<file path="src/rtl/led_pkg.sv">
package led_pkg;
  // rule register bit positions
  localparam int B_ON_2500   = 15;
  localparam int B_BL_2500   = 14;
  localparam int B_BYPASS    = 13;
  localparam int B_ON_FD     = 12;
  localparam int B_ON_HD     = 11;
  localparam int B_BL_TX     = 10;
  localparam int B_BL_RX     = 9;
  localparam int B_ST_TX     = 8;
  localparam int B_ST_RX     = 7;
  localparam int B_ON_1000   = 6;
  localparam int B_ON_100    = 5;
  localparam int B_ON_10     = 4;
  localparam int B_BL_COL    = 3;
  localparam int B_BL_1000   = 2;
  localparam int B_BL_100    = 1;
  localparam int B_BL_10     = 0;

  // control field codes (bits 15:13)
  localparam logic [2:0] CTL_DARK  = 3'd4;
  localparam logic [2:0] CTL_LIT   = 3'd5;
  localparam logic [2:0] CTL_SLOW  = 3'd6;
  localparam logic [2:0] CTL_FAST  = 3'd7;

  localparam int POL_BIT = 6;

  typedef enum logic [1:0] {
    SPD_10   = 2'd0,
    SPD_100  = 2'd1,
    SPD_1000 = 2'd2,
    SPD_2500 = 2'd3
  } speed_e;
endpackage

</file>
<file path="src/rtl/led_timebase.sv">
module led_timebase #(
  parameter int CLK_PER_MS = 125000,
  parameter int PERIOD_MS  = 250
) (
  input  logic       clk,
  input  logic       rst,
  output logic [3:0] wave_o   // [0] fast 50%, [1] 25%, [2] 75%, [3] slow 50%
);
  localparam int DIV_W = $clog2(CLK_PER_MS + 1);
  localparam int PH_W  = $clog2(PERIOD_MS + 1);
  localparam logic [DIV_W-1:0] DIV_LAST = DIV_W'(CLK_PER_MS - 1);
  localparam logic [PH_W-1:0]  PH_LAST  = PH_W'(PERIOD_MS - 1);
  localparam logic [PH_W-1:0]  HALF     = PH_W'(PERIOD_MS / 2);
  localparam logic [PH_W-1:0]  Q3       = PH_W'((PERIOD_MS * 3) / 4);
  localparam logic [PH_W-1:0]  Q1       = PH_W'(PERIOD_MS / 4);
  localparam logic [PH_W-1:0]  FAST_ON  = PH_W'((PERIOD_MS / 2 + 1) / 2);

  logic [DIV_W-1:0] div_q;
  logic [PH_W-1:0]  phase_q;
  logic [PH_W-1:0]  fast_ph;

  always_ff @(posedge clk) begin
    if (rst) begin
      div_q   <= '0;
      phase_q <= '0;
    end else if (div_q == DIV_LAST) begin
      div_q   <= '0;
      phase_q <= (phase_q == PH_LAST) ? '0 : phase_q + 1'b1;
    end else begin
      div_q <= div_q + 1'b1;
    end
  end

  assign fast_ph = (phase_q >= HALF) ? phase_q - HALF : phase_q;

  always_comb begin
    wave_o[0] = fast_ph < FAST_ON;
    wave_o[1] = phase_q < Q1;
    wave_o[2] = phase_q < Q3;
    wave_o[3] = phase_q < HALF;
  end

  p_phase_range_r4: assert property (@(posedge clk) disable iff (rst)
    phase_q <= PH_LAST);
  p_phase_step_r4: assert property (@(posedge clk) disable iff (rst)
    (div_q != DIV_LAST) |=> $stable(phase_q));
endmodule

</file>
<file path="src/rtl/led_activity.sv">
module led_activity #(
  parameter int HOLD_CYC    = 1000,
  parameter int STRETCH_CYC = 100
) (
  input  logic       clk,
  input  logic       rst,
  input  logic [2:0] strobe_i,   // [0] tx, [1] rx, [2] collision
  output logic [2:0] hold_o,
  output logic [1:0] stretch_o
);
  localparam int HW = $clog2(HOLD_CYC + 1);
  localparam int SW = $clog2(STRETCH_CYC + 1);

  for (genvar i = 0; i < 3; i++) begin : g_hold
    logic [HW-1:0] cnt;
    always_ff @(posedge clk) begin
      if (rst)              cnt <= '0;
      else if (strobe_i[i]) cnt <= HW'(HOLD_CYC);
      else if (cnt != '0)   cnt <= cnt - 1'b1;
    end
    assign hold_o[i] = (cnt != '0);

    p_hold_load_r6: assert property (@(posedge clk) disable iff (rst)
      strobe_i[i] |=> hold_o[i]);
  end

  for (genvar j = 0; j < 2; j++) begin : g_stretch
    logic [SW-1:0] cnt;
    always_ff @(posedge clk) begin
      if (rst)              cnt <= '0;
      else if (strobe_i[j]) cnt <= SW'(STRETCH_CYC);
      else if (cnt != '0)   cnt <= cnt - 1'b1;
    end
    assign stretch_o[j] = (cnt != '0);

    p_stretch_decay_r8: assert property (@(posedge clk) disable iff (rst)
      (!strobe_i[j] && !stretch_o[j]) |=> !stretch_o[j]);
  end
endmodule

</file>
<file path="src/rtl/led_regs.sv">
module led_regs #(
  parameter int          N_LED    = 3,
  parameter logic [15:0] RULE_TOP = 16'h8078,
  parameter logic [15:0] POL_ADDR = 16'h901A
) (
  input  logic                   clk,
  input  logic                   rst,
  input  logic                   we,
  input  logic [15:0]            addr,
  input  logic [15:0]            wdata,
  output logic [15:0]            rdata,
  output logic [N_LED-1:0][15:0] rule_o,
  output logic [N_LED-1:0][2:0]  code_o,
  output logic                   act_high_o
);
  localparam logic [15:0] FIRST_BAD = RULE_TOP - 16'(2 * N_LED);

  logic [N_LED-1:0][15:0] rule_q;
  logic [N_LED-1:0][15:0] ctl_q;
  logic [15:0]            pol_q;
  logic [15:0]            rd_mux;

  function automatic logic [15:0] rule_addr(input int n);
    return RULE_TOP - 16'(2 * n);
  endfunction

  always_ff @(posedge clk) begin
    if (rst) begin
      rule_q <= '0;
      ctl_q  <= '0;
      pol_q  <= '0;
    end else if (we) begin
      for (int n = 0; n < N_LED; n++) begin
        if (addr == rule_addr(n))         rule_q[n] <= wdata;
        if (addr == rule_addr(n) + 16'd1) ctl_q[n]  <= wdata;
      end
      if (addr == POL_ADDR) pol_q <= wdata;
    end
  end

  always_comb begin
    rd_mux = '0;
    for (int n = 0; n < N_LED; n++) begin
      if (addr == rule_addr(n))         rd_mux = rule_q[n];
      if (addr == rule_addr(n) + 16'd1) rd_mux = ctl_q[n];
    end
    if (addr == POL_ADDR) rd_mux = pol_q;
  end

  always_ff @(posedge clk) begin
    if (rst) rdata <= '0;
    else     rdata <= rd_mux;
  end

  for (genvar n = 0; n < N_LED; n++) begin : g_out
    assign rule_o[n] = rule_q[n];
    assign code_o[n] = ctl_q[n][15:13];
  end
  assign act_high_o = pol_q[led_pkg::POL_BIT];

  p_unmapped_zero_r2: assert property (@(posedge clk) disable iff (rst)
    (addr == FIRST_BAD || addr == FIRST_BAD + 16'd1) |=> (rdata == 16'h0000));
endmodule

</file>
<file path="src/rtl/led_lane.sv">
module led_lane
  import led_pkg::*;
(
  input  logic        clk,
  input  logic        rst,
  input  logic [15:0] rule_i,
  input  logic [2:0]  code_i,
  input  logic        act_high_i,
  input  logic        link_i,
  input  logic [1:0]  speed_i,
  input  logic        fd_i,
  input  logic [2:0]  hold_i,
  input  logic [1:0]  stretch_i,
  input  logic [3:0]  wave_i,
  output logic        led_o
);
  speed_e spd;
  logic   spd_on, dup_on, match, spd_blink, act, blink_req, steady, hw_lit, lit;

  assign spd = speed_e'(speed_i);

  always_comb begin
    spd_on = (rule_i[B_ON_2500] && spd == SPD_2500) ||
             (rule_i[B_ON_1000] && spd == SPD_1000) ||
             (rule_i[B_ON_100]  && spd == SPD_100)  ||
             (rule_i[B_ON_10]   && spd == SPD_10);
    dup_on = (rule_i[B_ON_FD] && fd_i) || (rule_i[B_ON_HD] && !fd_i);
    match  = link_i && (spd_on || dup_on);
    spd_blink = link_i && ((rule_i[B_BL_2500] && spd == SPD_2500) ||
                           (rule_i[B_BL_1000] && spd == SPD_1000) ||
                           (rule_i[B_BL_100]  && spd == SPD_100)  ||
                           (rule_i[B_BL_10]   && spd == SPD_10));
    act = (rule_i[B_BL_TX] && hold_i[0]) || (rule_i[B_BL_RX] && hold_i[1]) ||
          (rule_i[B_BL_COL] && hold_i[2]);
    blink_req = spd_blink || (act && (rule_i[B_BYPASS] || match));
    steady = match || (rule_i[B_ST_TX] && stretch_i[0]) ||
             (rule_i[B_ST_RX] && stretch_i[1]);
    hw_lit = blink_req ? wave_i[code_i[1:0]] : steady;
    unique case (code_i)
      CTL_DARK: lit = 1'b0;
      CTL_LIT:  lit = 1'b1;
      CTL_SLOW: lit = wave_i[3];
      CTL_FAST: lit = wave_i[0];
      default:  lit = hw_lit;
    endcase
  end

  always_ff @(posedge clk) begin
    if (rst) led_o <= 1'b1;
    else     led_o <= act_high_i ? lit : !lit;
  end

  p_forced_dark_r3: assert property (@(posedge clk) disable iff (rst)
    (code_i == CTL_DARK) |=> (led_o == !$past(act_high_i)));
  p_forced_lit_r3: assert property (@(posedge clk) disable iff (rst)
    (code_i == CTL_LIT) |=> (led_o == $past(act_high_i)));
  p_dark_link_down_r5: assert property (@(posedge clk) disable iff (rst)
    (!code_i[2] && !link_i && !rule_i[B_ST_TX] && !rule_i[B_ST_RX] && !rule_i[B_BYPASS])
      |=> (led_o == !$past(act_high_i)));
endmodule

</file>
<file path="src/rtl/phy_led_ctrl.sv">
module phy_led_ctrl #(
  parameter int CLK_PER_MS = 125000,
  parameter int PERIOD_MS  = 250,
  parameter int STRETCH_MS = 10,
  parameter int N_LED      = 3
) (
  input  logic             clk,
  input  logic             rst,
  input  logic             link_up,
  input  logic [1:0]       link_speed,
  input  logic             full_duplex,
  input  logic             tx_strobe,
  input  logic             rx_strobe,
  input  logic             col_strobe,
  input  logic             reg_we,
  input  logic [15:0]      reg_addr,
  input  logic [15:0]      reg_wdata,
  output logic [15:0]      reg_rdata,
  output logic [N_LED-1:0] led_out
);
  localparam int HOLD_CYC    = PERIOD_MS * CLK_PER_MS;
  localparam int STRETCH_CYC = STRETCH_MS * CLK_PER_MS;

  logic [N_LED-1:0][15:0] rule;
  logic [N_LED-1:0][2:0]  code;
  logic                   act_high;
  logic [3:0]             wave;
  logic [2:0]             hold;
  logic [1:0]             stretch;

  led_regs #(.N_LED(N_LED)) u_regs (
    .clk(clk), .rst(rst), .we(reg_we), .addr(reg_addr), .wdata(reg_wdata),
    .rdata(reg_rdata), .rule_o(rule), .code_o(code), .act_high_o(act_high)
  );

  led_timebase #(.CLK_PER_MS(CLK_PER_MS), .PERIOD_MS(PERIOD_MS)) u_tb (
    .clk(clk), .rst(rst), .wave_o(wave)
  );

  led_activity #(.HOLD_CYC(HOLD_CYC), .STRETCH_CYC(STRETCH_CYC)) u_act (
    .clk(clk), .rst(rst), .strobe_i({col_strobe, rx_strobe, tx_strobe}),
    .hold_o(hold), .stretch_o(stretch)
  );

  for (genvar n = 0; n < N_LED; n++) begin : g_lane
    led_lane u_lane (
      .clk(clk), .rst(rst), .rule_i(rule[n]), .code_i(code[n]),
      .act_high_i(act_high), .link_i(link_up), .speed_i(link_speed),
      .fd_i(full_duplex), .hold_i(hold), .stretch_i(stretch),
      .wave_i(wave), .led_o(led_out[n])
    );
  end

  p_reset_dark_r1: assert property (@(posedge clk)
    $past(rst) |-> (led_out == {N_LED{1'b1}}));
endmodule

</file>
<file path="config.mk">
export PLATFORM = sky130hd
export DESIGN_NAME = phy_led_ctrl
export DESIGN_NICKNAME = d
export VERILOG_FILES = /design/src/rtl/led_pkg.sv /design/src/rtl/led_timebase.sv /design/src/rtl/led_activity.sv /design/src/rtl/led_regs.sv /design/src/rtl/led_lane.sv /design/src/rtl/phy_led_ctrl.sv
export SDC_FILE = /design/constraint.sdc
export NUM_CORES = 1
export LEC_CHECK = 0
export BUFFER_PORTS_ARGS = -buffer_cell sky130_fd_sc_hd__buf_2
export CORE_MARGIN = 2
export CORE_UTILIZATION = 67
export DETAILED_ROUTE_END_ITERATION = 16
export GPL_TIMING_DRIVEN = 0
export PLACE_DENSITY = 0.93
export SLEW_MARGIN = 25
export SYNTH_ARGS = -nofsm -noshare
export SYNTH_HDL_FRONTEND = slang
export SYNTH_HIERARCHICAL = 1
export SYNTH_SLANG_ARGS = --single-unit
</file>
<file path="constraint.sdc">
create_clock -name clk -period 5.4 [get_ports clk]
set_clock_uncertainty 0.2 [all_clocks]
set_input_delay 0.54 -clock clk [delete_from_list [all_inputs] [get_ports clk]]
set_output_delay 0.54 -clock clk [all_outputs]
set_load 0.005 [all_outputs]
</file>
==> summary.txt, run 1 <==
Placed design
  – HPWL Detailed: 25700 um
  – RePlAce Congestion: 0.960
  – IO Port Bufs: 57

CTS
  – # resized after CTS: 0
  – Worst-Skew Late Latency: 0.55 ns
  – Clock Path Buffers: 3
  – Post-CTS setup buffer count: 0
  – CTS clk-pin slew, worst paths: 0.06 ns
  – CTS hold repair buffers: 0
  – CTS sink count: 273
  – H-tree depth: 1
  – Clock Tree Root: clkbuf_16
  – CTS tree: done
  – TritonCTS Buffers: 29

Timing
  – Max Slew Vio Count: 0
  – RSZ-0062 raised after global routing: false
  – Final TNS setup: 0 ns
  – Max-slew headroom: 33.4%
  – Tmin final: 4.38 ns
  – Worst-Margin Slew: 0.990 ns
  – Period utilization: 81.1%
  – Fmax: 0.228 GHz
  – Final hold slack: 0.0806 ns
  – Count of final setup violators: 0
  – Final Hold Violating Endpoints: 0

Critical path
  – CP max FO: 10
  – Worst setup path end: g_lane[0].u_lane/led_o
  – CP required: 5.58 ns
  – CP Launch Type: register
  – Reg2Reg Depth: 11
  – Critical path class: register to register
  – WP data arrival: 4.56 ns
  – R2r startpoint: u_act/g_hold[1].cnt[0]
  – Reg2Reg Setup Slack: 1.02 ns
  – Capturing element type of the critical path: register
  – RR Endpoint: g_lane[0].u_lane/led_o
  – Crit path launch: u_act/g_hold[1].cnt[0]

Drt
  – Vias per cell: 6.74
  – Final WL: 39100 um
  – Final ANT Viol Nets: 0
  – Top Layer Used: met4
  – Pre-Repair DR Iteration Count: 6
  – Drt initial violations: 1502
  – DRT met1 WL: 14600 um
  – Routed length on met3: 3680 um
  – Detailed-route via count: 13300
  – Routed wire per std cell: 19.8 um
  – Met2 Routed Length: 18300 um
  – Drt drc: 0

Pwr
  – Cell Pwr Density: 314 nW/um^2
  – P_leak: 5.68 nW
  – NetSw: 1.23 mW
  – Clock power frac: 45.1%
  – Int Power: 3.63 mW
  – Sequential Power Share: 44.3%
  – Peak VDD IR: 0.246 mV
  – Comb power frac: 10.6%
  – Sw Ratio: 25.3%

Global routing
  – GR Util All Layers: 34.3%
  – Vias in the first global route: 13000
  – Initial antenna violation count: 0
  – Grt total ovfl: 0
  – Pin count of the biggest net entering global routing: 21
  – Global-route wire length before repair: 61900 um

Yosys
  – Ys async rst share: 0%
  – Top FF cell, synth: dfxtp_1
  – #FFs+latches synth: 273
  – EDFF count, synth: 0
  – Register area share after synthesis: 39.7%
  – Library cells used by synthesis: 88
  – Syn_area_per_cell: 8.63 um^2
  – Gate Count Post-Synth: 1595
  – Post-Synthesis Cell Area: 13800 um^2
  – Yosys warnings: 6
  – Post-Synthesis Net Count: 1648

Cells and area
  – Fill cells: 1286
  – P&R area growth vs syn: 12.4%
  – Fraction of layout instances using a drive strength above 1: 13.0%
  – Final Util: 76.7%
  – NumNets Final: 1736

Die
  – Die Height: 147 um
  – Core area: 20200 um^2
  – Chip width: 147 um
  – Num ports: 61
  – Die Area: 21700 um^2
  – Initial Util: 68.3%
  – Row cnt: 52

Min path
  – HP Class: input port to register

Run status
  – Outcome: complete, no violations

Run
  – Max-Cap Viols: 0
## Yosys cell counts, drive strengths merged, types with 7 or more instances
| cell | n | area share (%) |
|---|---|---|
| and3 | 13 | 0.60 |
| xnor2 | 33 | 2.1 |
| o21ai | 47 | 1.7 |
| nand3 | 25 | 0.95 |
| or2 | 10 | 0.45 |
| nor2b | 9 | 0.41 |
| dfxtp | 273 | 40 |
| mux2i | 99 | 7.2 |
| ha | 11 | 1.0 |
| nor4b | 8 | 0.62 |
| nor2 | 174 | 4.8 |
| nor3b | 9 | 0.56 |
| a2111oi | 24 | 1.6 |
| nand2b | 15 | 0.68 |
| mux2 | 16 | 1.3 |
| or4b | 8 | 0.58 |
| a31oi | 16 | 0.84 |
| nor3 | 28 | 1.1 |
| buf | 45 | 2.3 |
| o31ai | 17 | 0.93 |
| nand2 | 184 | 5.1 |
| xor2 | 48 | 3.1 |
| inv | 30 | 0.82 |
| a21oi | 152 | 5.6 |
| or3 | 31 | 1.4 |
| clkbuf | 52 | 1.4 |
| a22oi | 19 | 1.0 |
| o22ai | 18 | 0.82 |
| nand4 | 21 | 0.95 |
| o211ai | 7 | 0.42 |
| a211oi | 14 | 0.76 |
| nor4 | 29 | 2.1 |
| or4 | 34 | 2.0 |
| and2 | 7 | 0.35 |
## worst min path at each step
stage,slack [ns],end,cells after the start,startpoint
after floorplan,0.21,u_tb/div_q[0],1,u_tb/div_q[0]
after global placement,0.23,u_tb/div_q[0],1,u_tb/div_q[0]
after detailed placement,0.25,u_regs/ctl_q[11],2,u_regs/ctl_q[11]
after CTS,0.07,u_act/g_hold[2].cnt[12],3,col_strobe
after global routing,0.11,u_act/g_hold[2].cnt[12],3,col_strobe
final,0.08,u_act/g_hold[2].cnt[12],3,col_strobe
## layer usage
layer / track usage, % / vias to the layer above
met5: 0 / -
met4: 20.2 / 0
met3: 6.52 / 262
met2: 58.1 / 907
met1: 40.6 / 6185
li1: - / 5968
## sequential cells by signal, indices dropped and copies added, names as in the netlist
register	cells
u_act/g_stretch.cnt	42
u_regs/ctl_q	39
g_lane.u_lane/led_o	3
u_tb/phase_q	8
u_regs/rdata	16
u_tb/div_q	17
u_regs/code_o	9
u_regs/pol_q	16
u_act/g_hold.cnt	75
u_regs/rule_o	48
## cells by family (layout without fill, tap and decap cells)
family / Yosys count / in the layout / share of synthesized area (%)
other: 0 / 1 / 0
buffers and inverters: 128 / 239 / 4.56
xor gates and xnor gates: 81 / 81 / 5.15
DFF: 273 / 273 / 39.7
AOI/OAI and AO/OA: 352 / 352 / 16.2
adders and majority gates: 11 / 11 / 1.00
muxes: 118 / 118 / 9.00
and+or+nand+nor: 632 / 632 / 24.4
## critical path, stage by stage (launching register included)
cell	delay (ns)
dfxtp_1	0.32
inv_1	0.09
ha_1	0.19
nor4b_1	0.41
and3_1	0.31
and4_1	0.28
clkbuf_1	0.32
inv_1	0.32
a222oi_1	0.60
o21ai_1	0.13
or4b_1	0.51
a311oi_1	0.54
## final cells by class
cell class / count / area, um^2 / share of cell area (%)
multi-input cells: 1194 / 7680 / 49.6
flip-flops and latches: 273 / 5470 / 35.3
clock buffers: 38 / 820 / 5.30
plain buffers: 97 / 512 / 3.31
well taps: 270 / 338 / 2.18
repair buffers: 57 / 285 / 1.84
clock inverters: 16 / 249 / 1.61
inverters: 31 / 116 / 0.752
diodes: 1 / 2.50 / 0.0162
## layout by cell type (no fill, tap or decap), types with 8 or more instances in the layout
master and n:
or2_2 8, o31ai_1 17, a21oi_1 151, clkbuf_1 55, and3_1 12, or4_1 28, o22ai_1 18, inv_1 30
a31oi_1 15, nor4_1 19, nor2_1 173, nand2b_1 15, clkbuf_16 29, a22oi_1 19, xor2_1 48, nor3_1 26
nand4_1 21, mux2i_1 99, or3_1 31, nand3_1 24, mux2_2 16, buf_4 13, o21ai_0 43, nand2_1 182
ha_1 11, dfxtp_1 273, a2111oi_0 18, buf_2 81, nor2b_1 9, xnor2_1 33, a211oi_1 14
## metrics by stage
step	setup slack, ns	power (mW)	instances	cell area, um^2
6_report	1.02	4.86	1977	15500
5_1_grt	1.02	5.00	1976	15500
4_1_cts	1.19	4.85	1976	15500
3_5_place_dp	1.36	2.68	1922	14400
3_3_place_gp	1.37	2.65	1922	14400
2_1_floorplan	2.17	2.54	1595	13800
## power groups by stage
stage | clock (mW) | sequential (mW) | combinational (mW)
5_1_grt | 2.29 | 2.16 | 0.555
3_3_place_gp | 0 | 2.19 | 0.467
2_1_floorplan | 0 | 2.17 | 0.365
6_report | 2.19 | 2.15 | 0.513
4_1_cts | 2.20 | 2.15 | 0.499
3_5_place_dp | 0 | 2.19 | 0.487
Note: power is estimated with default switching activity, not from simulation.
==> run 2: changes to the inputs <==
--- a/config.mk
+++ b/config.mk
@@ -5,12 +5,13 @@
 export SDC_FILE = /design/constraint.sdc
 export NUM_CORES = 1
 export LEC_CHECK = 0
+export ABC_AREA = 1
 export BUFFER_PORTS_ARGS = -buffer_cell sky130_fd_sc_hd__buf_2
 export CORE_MARGIN = 2
-export CORE_UTILIZATION = 67
+export CORE_UTILIZATION = 57
 export DETAILED_ROUTE_END_ITERATION = 16
 export GPL_TIMING_DRIVEN = 0
-export PLACE_DENSITY = 0.93
+export PLACE_DENSITY = 0.84
 export SLEW_MARGIN = 25
 export SYNTH_ARGS = -nofsm -noshare
 export SYNTH_HDL_FRONTEND = slang
==> constraint.sdc (replaced) <==
create_clock -name clk -period 3.57 [get_ports clk]
set_clock_uncertainty 0.2 [all_clocks]
set_input_delay 0.357 -clock clk [delete_from_list [all_inputs] [get_ports clk]]
set_output_delay 0.357 -clock clk [all_outputs]
set_load 0.005 [all_outputs]
==> summary.txt, run 2 <==
Cells and area
  – Commonest non-fill, non-tap cell in the layout: nand2_1
  – P&R area growth vs syn: 13.0%
  – Top reg by flops: u_act/g_hold.cnt
  – Post-route cell area: 17100 um^2 (+10%)
  – Final Util: 65.4% (-11 points)
  – Fraction of layout instances using a drive strength above 1: 10.8% (-2.2 points)
  – Most frequent cells in the layout: nand2_1 (485), nor2_1 (295), inv_1 (294), dfxtp_1 (273), a21oi_1 (256)
  – NumNets Final: 2455 (+41%)
  – Max reg flops: 75 (unchanged)

Global routing
  – Initial antenna violation count: 1 (+1)
  – Pin count of the biggest net entering global routing: 16 (-24%)
  – GR Util All Layers: 29.8% (-4.5 points)
  – Grt total ovfl: 0 (unchanged)
  – Vias in the first global route: 14800 (+14%)
  – Global-route wire length before repair: 69300 um (+12%)

Min path
  – Hold path cells: 5 (+2)
  – Worst hold path endpoint: u_regs/rule_o[33]
  – Hold Path Origin: reg_addr[2]
  – HP Class: input port to register

Placed design
  – Placed Area: 15800 um^2 (+9.9%)
  – HPWL Detailed: 31000 um (+21%)
  – IO Port Bufs: 60 (+5.3%)
  – RePlAce Congestion: 0.954 (-0.53%)

Drt
  – Pre-Repair DR Iteration Count: 5 (-1)
  – Final WL: 42600 um (+9.0%)
  – Drt initial violations: 1404 (-6.5%)
  – Drt drc: 0 (unchanged)
  – Detailed-route via count: 15400 (+16%)
  – Vias per cell: 5.58 (-17%)
  – Routed wire per std cell: 15.4 um (-22%)
  – Final ANT Viol Nets: 0 (unchanged)

Die
  – Initial Util: 57.9% (-10 points)
  – Die Height: 167 um (+13%)
  – Core area: 26100 um^2 (+29%)
  – Num ports: 61 (unchanged)
  – Chip width: 167 um (+13%)
  – Die Area: 27800 um^2 (+28%)
  – Row cnt: 59 (+13%)

CTS
  – H-tree depth: 1 (unchanged)
  – Post-CTS setup buffer count: 0 (unchanged)
  – CTS sink count: 273 (unchanged)
  – CTS clk-pin slew, worst paths: 0.06 ns (about the same)
  – TritonCTS Buffers: 30 (+3.4%)
  – Worst-Skew Late Latency: 0.57 ns (+0.02 ns)
  – CTS tree: done
  – Clock Path Buffers: 3 (unchanged)
  – Clock Tree Root: clkbuf_16

Yosys
  – Top FF cell, synth: dfxtp_1
  – Ys async rst share: 0% (unchanged)
  – EDFF count, synth: 0 (unchanged)
  – Syn_area_per_cell: 6.59 um^2 (-24%)
  – Library cells used by synthesis: 45 (-49%)
  – Post-Synthesis Net Count: 2343 (+42%)
  – #FFs+latches synth: 273 (unchanged)
  – Cell with the most instances after synthesis: nand2_1
  – Main area contributors after synthesis: dfxtp_1 (36%), nand2_1 (12%), a21oi_1 (8.5%)
  – Synth area leader: dfxtp_1
  – Register area share after synthesis: 36.2% (-3.5 points)
  – Post-synth top cells: nand2_1 (485), nor2_1 (295), inv_1 (294)
  – Post-Synthesis Cell Area: 15100 um^2 (+9.6%)
  – Gate Count Post-Synth: 2290 (+44%)
  – Yosys top cell area share: 36.2% (-3.5 points)
  – Yosys warnings: 6 (unchanged)

Timing
  – Worst-Margin Slew: 0.669 ns (-0.321 ns)
  – Max-slew headroom: 55.1% (+22 points)
  – Count of final setup violators: 0 (unchanged)
  – Final TNS setup: 0 ns (unchanged)
  – Fmax: 0.303 GHz (+33%)
  – RSZ-0062 raised after global routing: false
  – Final Hold Violating Endpoints: 0 (unchanged)
  – Tmin final: 3.30 ns (-1.08 ns)
  – Period utilization: 92.4% (+11 points)
  – Max Slew Vio Count: 0 (unchanged)
  – Final hold slack: 0.104 ns (+0.0235 ns)

Pwr
  – Peak VDD IR: 0.444 mV (+81%)
  – P_leak: 7.76 nW (+37%)
  – Cell Pwr Density: 432 nW/um^2 (+38%)
  – Power Total: 7.37 mW (+52%)

Critical path
  – R2r startpoint: u_tb/phase_q[0]
  – Reg2Reg Depth: 21 (+10)
  – CP max FO: 7 (-3)
  – RR Endpoint: g_lane[1].u_lane/led_o
  – WP data arrival: 3.49 ns (-1.07 ns)
  – Critical path class: register to register
  – CP required: 3.76 ns (-1.82 ns)
  – Reg2Reg Setup Slack: 0.27 ns (-0.75 ns)
  – Capturing element type of the critical path: register
  – CP Launch Type: register

Run status
  – Outcome: complete, no violations

Run
  – Max-Cap Viols: 0 (unchanged)
==> run 2: changes by cell type in the layout (fill, tap and decap cells not counted), sizes merged, moves of 20 or more <==
| cell | delta |
|---|---|
| nor2 | +153 |
| nand3 | +182 |
| nand2 | +315 |
| inv | +270 |
| dlygate4sd3 | +20 |
| nor4 | -25 |
| a21oi | +105 |
| xor2 | -26 |
| nand4 | +30 |
| or4 | -34 |
| or3 | -31 |
| a2111oi | -24 |
| mux2i | -99 |
| o21ai | +96 |
==> run 2: worst max-delay path: stages, from the launching register on <==
cell and delay, ns:
dfxtp_1 0.39, inv_1 0.21, ha_1 0.27, inv_1 0.06, nand3_1 0.09, nor2_1 0.05
nor2_1 0.40, nand3_1 0.13, nand2_1 0.09, inv_1 0.04, nand2_1 0.04, nor2_1 0.04
a21oi_2 0.29, inv_1 0.07, o211ai_1 0.16, o21ai_0 0.12, inv_1 0.06, nand2_1 0.05
nand3_2 0.06, nand2_1 0.05, nand2_1 0.07, nand3_1 0.15
==> run 2: logic make-up (layout without fill, tap and decap cells) <==
family / after synthesis / after routing / share of synthesized area (%)
AOI/OAI and AO/OA: 433 / 433 / 15.0
buffers and inverters: 392 / 528 / 10.8
DFF: 273 / 273 / 36.2
xor gates and xnor gates: 47 / 47 / 2.73
adders and majority gates: 11 / 11 / 0.912
other: 0 / 1 / 0
and+or+nand+nor: 1134 / 1134 / 34.3
==> run 2: metal layers <==
layer	share of wire (%)	track usage, %	up-vias
met5	0	0	-
met4	5.2	15.0	0
met3	7.6	3.90	158
met2	47	51.7	687
met1	40	36.4	6939
li1	-	-	7622
==> run 2: final cells by class <==
cell class	instances	area (um^2)
repair buffers	80	500
clock inverters	23	263
diodes	1	2.50
fillers	2325	9010
multi-input cells	1625	8000
clock buffers	33	772
inverters	302	1140
flip-flops and latches	273	5470
well taps	335	419
plain buffers	90	488
==> run 2: worst max-delay path by stage <==
stage,startpoint,to
2_1_floorplan,u_tb/phase_q[1],g_lane[0].u_lane/led_o
3_3_place_gp,u_tb/phase_q[0],g_lane[1].u_lane/led_o
3_5_place_dp,u_tb/phase_q[0],g_lane[1].u_lane/led_o
4_1_cts,u_tb/phase_q[0],g_lane[1].u_lane/led_o
5_1_grt,u_tb/phase_q[0],g_lane[2].u_lane/led_o
6_report,u_tb/phase_q[0],g_lane[1].u_lane/led_o
==> run 2: timing repair <==
item	CTS	global route
gates resized for setup	0	1
setup endpoints to repair	0	3
endpoints found under the hold margin	72	0
hold buffers	20	0
==> run 2: metrics by stage <==
step | worst slack [ns] | instances
after global placement | 0.306 | 2685
after global routing | 0.00807 | 2761
final | 0.270 | 2762
after CTS | 0.154 | 2761
after detailed placement | 0.189 | 2685
after floorplan | 1.02 | 2290
==> run 2: where the power goes <==
group          internal [mW]  switching, mW  total [mW]
logic                  0.309          0.624       0.933
clock network           1.87           1.34        3.21
registers               3.13         0.0888        3.22
